`src/rtl/mbx_pkg.sv`:
```
package mbx_pkg;

    // Decoded mailbox events for one port in one cycle
    typedef struct packed {
        logic post;   // write into the peer's mailbox
        logic take;   // read of the port's own mailbox
    } mbx_evt_t;

    // Registered interrupt state, active low
    typedef struct packed {
        logic l_irq_n;
        logic r_irq_n;
    } mbx_state_t;

endpackage

```
`src/rtl/mbx_port_decode.sv`:
```
module mbx_port_decode
    import mbx_pkg::*;
#(
    parameter int unsigned ADDR_W   = 12,
    parameter bit          IS_RIGHT = 1'b0
) (
    input  logic              sel,
    input  logic              wr,
    input  logic              oe,
    input  logic [ADDR_W-1:0] addr,
    input  logic              hold,
    output mbx_evt_t          evt
);
    // mailbox words derived from the address width
    localparam logic [ADDR_W-1:0] TOP_WORD  = '1;
    localparam logic [ADDR_W-1:0] NEXT_WORD = {{(ADDR_W-1){1'b1}}, 1'b0};

    logic [ADDR_W-1:0] own_box;
    logic [ADDR_W-1:0] peer_box;

    generate
        if (IS_RIGHT) begin : g_right
            assign own_box  = TOP_WORD;
            assign peer_box = NEXT_WORD;
        end else begin : g_left
            assign own_box  = NEXT_WORD;
            assign peer_box = TOP_WORD;
        end
    endgenerate

    logic live;
    assign live = sel && !hold;

    always_comb begin
        evt      = '0;
        evt.post = live && wr && (addr == peer_box);
        evt.take = live && !wr && oe && (addr == own_box);
    end

endmodule

```
`src/rtl/mbx_irq_core.sv`:
```
module mbx_irq_core
    import mbx_pkg::*;
(
    input  logic     clk,
    input  logic     rst_n,
    input  mbx_evt_t l_evt,
    input  mbx_evt_t r_evt,
    output logic     l_irq_n,
    output logic     r_irq_n
);
    mbx_state_t st_d, st_q;

    always_comb begin
        st_d = st_q;
        // clears first, sets afterwards: set wins
        if (l_evt.take) st_d.l_irq_n = 1'b1;
        if (r_evt.take) st_d.r_irq_n = 1'b1;
        if (r_evt.post) st_d.l_irq_n = 1'b0;
        if (l_evt.post) st_d.r_irq_n = 1'b0;
    end

    always_ff @(posedge clk or negedge rst_n) begin
        if (!rst_n) st_q <= '{l_irq_n: 1'b1, r_irq_n: 1'b1};
        else        st_q <= st_d;
    end

    assign l_irq_n = st_q.l_irq_n;
    assign r_irq_n = st_q.r_irq_n;


    // a post always leaves the peer's interrupt asserted
    post_left_chk: assert property (@(posedge clk) disable iff (!rst_n)
        r_evt.post |=> !l_irq_n);
    post_right_chk: assert property (@(posedge clk) disable iff (!rst_n)
        l_evt.post |=> !r_irq_n);


    take_left_chk: assert property (@(posedge clk) disable iff (!rst_n)
        (l_evt.take && !r_evt.post) |=> l_irq_n);
    take_right_chk: assert property (@(posedge clk) disable iff (!rst_n)
        (r_evt.take && !l_evt.post) |=> r_irq_n);


    // with no event, the interrupt holds its value
    quiet_left_chk: assert property (@(posedge clk) disable iff (!rst_n)
        (!l_evt.take && !r_evt.post) |=> $stable(l_irq_n));
    quiet_right_chk: assert property (@(posedge clk) disable iff (!rst_n)
        (!r_evt.take && !l_evt.post) |=> $stable(r_irq_n));

endmodule

```
`src/rtl/mbx_irq_ctrl.sv`:
```
module mbx_irq_ctrl
    import mbx_pkg::*;
#(
    parameter int unsigned ADDR_W = 12
) (
    input  logic              clk,
    input  logic              rst_n,
    input  logic              l_sel,
    input  logic              l_wr,
    input  logic              l_oe,
    input  logic [ADDR_W-1:0] l_addr,
    input  logic              l_hold,
    input  logic              r_sel,
    input  logic              r_wr,
    input  logic              r_oe,
    input  logic [ADDR_W-1:0] r_addr,
    input  logic              r_hold,
    output logic              l_irq_n,
    output logic              r_irq_n
);
    mbx_evt_t l_evt, r_evt;

    mbx_port_decode #(.ADDR_W(ADDR_W), .IS_RIGHT(1'b0)) u_dec_l (
        .sel(l_sel), .wr(l_wr), .oe(l_oe), .addr(l_addr), .hold(l_hold), .evt(l_evt)
    );

    mbx_port_decode #(.ADDR_W(ADDR_W), .IS_RIGHT(1'b1)) u_dec_r (
        .sel(r_sel), .wr(r_wr), .oe(r_oe), .addr(r_addr), .hold(r_hold), .evt(r_evt)
    );

    mbx_irq_core u_core (
        .clk(clk), .rst_n(rst_n), .l_evt(l_evt), .r_evt(r_evt),
        .l_irq_n(l_irq_n), .r_irq_n(r_irq_n)
    );


    // only the left port raises the right interrupt, so a left hold keeps it idle
    hold_blocks_set_chk: assert property (@(posedge clk) disable iff (!rst_n)
        (r_irq_n && l_hold) |=> r_irq_n);


    // only the right port clears its own interrupt, so a right hold keeps it asserted
    hold_blocks_clear_chk: assert property (@(posedge clk) disable iff (!rst_n)
        (!r_irq_n && r_hold) |=> !r_irq_n);

    // R7 (left side)
    hold_left_side_chk: assert property (@(posedge clk) disable iff (!rst_n)
        (l_irq_n && r_hold) |=> l_irq_n);

endmodule

```
`config.mk`:
```
export PLATFORM = sky130hd
export DESIGN_NAME = mbx_irq_ctrl
export DESIGN_NICKNAME = d
export VERILOG_FILES = /design/src/rtl/mbx_pkg.sv /design/src/rtl/mbx_port_decode.sv /design/src/rtl/mbx_irq_core.sv /design/src/rtl/mbx_irq_ctrl.sv
export SDC_FILE = /design/constraint.sdc
export NUM_CORES = 1
export LEC_CHECK = 0
export ABC_AREA = 1
export CORE_AREA = 2 2 39 41
export DETAILED_ROUTE_END_ITERATION = 12
export DIE_AREA = 0 0 41 43
export DONT_BUFFER_PORTS = 1
export GPL_TIMING_DRIVEN = 1
export PLACE_DENSITY = 0.3
export SYNTH_ARGS = -nofsm -noshare
export SYNTH_HDL_FRONTEND = slang
export SYNTH_SLANG_ARGS = --single-unit
```
`constraint.sdc`:
```
create_clock -name clk -period 0.9 [get_ports clk]
set_input_delay 0.225 -clock clk [delete_from_list [all_inputs] [get_ports clk]]
set_output_delay 0.225 -clock clk [all_outputs]
set_load 0.05 [all_outputs]
```
==> flow_summary.ini <==
[route]
ant_nets = 0
routed_wl_um = 506
drcViolationCount = 0
wl_per_cell_um = 7.03
drt-pass1-iter-count = 2
drtIter0Drc = 1
viasPerCell = 4.01
num_vias = 289

[floorplanning]
initial_core_util_pct = 17.8
coreArea_um2 = 1380
die_w_um = 41
dieArea_um2 = 1760
die_y_um = 43
ios = 36
rows = 14

[clock_network]
cts_sinks = 2
cts_max_path_buffers = 2
cts_buffers = 3
path_clk_slew_ns = 0.03
h-tree-depth = 1
clock_tree.root_cell = clkbuf_4
cts_tree = done
cts-resized-gates = 0
worstSkewPairLatency_ns = 0.22

[global_routing]
grt.total_usage_pct = 7.11
grt.overflow.total = 0
grt_pass1_wl_um = 786
grt_max_degree = 3
antenna_found_initial = 0
first_global_vias = 246

[synth]
synth_edf_count = 0
syn_area_um2 = 246
synthTopCellsByCount = 20 x nand2_1, 10 x nor2_1, 9 x inv_1
synth.ff_latch_count = 2
yosysWarnings = 0
postSynthCellCount = 49
synth.top_cells.by_area = nand2_1 30%, dfstp_2 21%, nor2_1 15%
synth-async-reset-ratio_pct = 100
yosysMostFrequentCell = nand2_1
synth.avg_cell_area_um2 = 5.03
synth_top_area_share_pct = 30.5
seq_area_frac_synth_pct = 21.3
ys_types = 9
yosys.area.top_type = nand2_1
syn_nets = 83
synth_flop_cell = dfstp_2

[power_and_ir_drop]
cellPowerDensity_nw_per_um2 = 936
ir_worst_vdd_uv = 206
leakage_uw = 0.000180

[timing]
slew_headroom_pct = 92.4
slew_violations = 0
final.period_utilization_pct = 125
layout_setup_ws_ns = -0.223
fmax_mhz = 891
worst_pin_slew_ns = 0.114
post-route-min-period_ns = 1.12
finalClockSkew_ns = 0
holdWs_ns = 0.218
rsz0062_at_grt = true
finalHoldViolations = 0
finalSetupViolCount = 2

[placement]
pre_cts_ws_ns = 0.00441
io_buffers = 0
dp_hpwl_um = 476
gp_congestion = 0.526

[finish]
drive_above_1_share_pct = 21.4
utilization_pct = 25.0
nets = 92
antenna_cells = 0
area_growth_syn_to_layout_pct = 40.6

[worst_setup_path]
cp.arrival_ns = 0.90
cp_max_fo = 2
required_ns = 0.67
worstSetupPathType = flip-flop to primary output
path_buf_inv = 1
end_kind = primary output
critPathLaunchType = flip-flop
cpMaxStageDelayCell = dfstp_2
path_cells = buf_12
critical_path.max_stage_delay_ns = 0.54
cp_top_family = flip-flops

[status]
violations = setup timing
status = finished, violations left

[hold_path]
holdCritPathClass = input pin to flip-flop

[flow_run]
maxCapViolCount = 0
==> routing by layer <==
layer	vias up	share of wire, %	track usage [%]
li1	158	-	-
met1	112	32	5.75
met2	19	54	10.9
met3	0	13	1.57
met4	0	0	10.0
met5	-	0	0
==> layout by cell type (no fill, tap or decap) <==
cell type and count:
a21oi_1 1, and2_1 1, buf_12 2, buf_4 1
clkbuf_4 3, dfstp_2 2, dlygate4sd3_1 1, inv_1 9
nand2_1 20, nand3_1 1, nand4_1 1, nor2_1 10
nor2_2 4
==> final timing paths <==
kind                                 from             end  slack [ns]  depth (start not counted)
hold / removal                  l_addr[4]  u_core.l_irq_n        0.22                          4
min in group asynchronous           rst_n  u_core.l_irq_n        0.43                          1
hold reg to reg            u_core.l_irq_n  u_core.l_irq_n        0.48                          2
setup reg to reg           u_core.r_irq_n  u_core.r_irq_n        0.09                          3
setup / recovery           u_core.l_irq_n         l_irq_n       -0.22                          1
max in group asynchronous           rst_n  u_core.r_irq_n        0.45                          1
==> cell families (layout without fill, tap and decap cells) <==
kind of cell	count (synthesis)	count (layout)	share of synthesized area [%]
AO/OA/AOI/OAI	1	1	2.03
buffers and inverters	9	16	13.7
flip-flops	2	2	21.3
AND/OR/NAND/NOR	37	37	62.9
==> state kept, by name (all words and copies together), names as in the netlist <==
name	cells
u_core.l_irq_n	1
u_core.r_irq_n	1
==> layout make-up <==
| class | instances | area [um2] |
|---|---|---|
| timing repair buffer | 4 | 57.6 |
| tap | 16 | 20.0 |
| sequential | 2 | 52.6 |
| fill | 172 | 1040 |
| clock buffer | 3 | 22.5 |
| multi-input combinational | 38 | 160 |
| inverter | 9 | 33.8 |
==> per-stage QoR <==
step	instances	power [uW]	cell area, um2	setup TNS, ns
after global routing	72	354	347	-0.487
after floorplan	49	123	246	-0.0167
final	72	324	347	-0.443
after detailed placement	67	127	307	0
after CTS	71	341	339	-0.479
after global placement	67	126	307	0
==> power by group <==
part / internal, uW / total (uW) / switching (uW)
combinational: 18.7 / 38.9 / 20.2
sequential: 91.3 / 91.4 / 0.162
clock: 147 / 194 / 47.4
==> worst min-delay path: cells and delay by family <==
kind / cells / cell delay, ns
AOI/OAI and AO/OA: 1 / 0.06
and+or+nand+nor: 3 / 0.15
==> repair_timing <==
action                                  4_1_cts  5_1_grt
setup buffers                                 0        1
hold buffers                                  1        0
endpoints found under the hold margin         2        0
endpoints found under the setup margin        2        2
No activity file was read; power rests on OpenSTA's default activity.
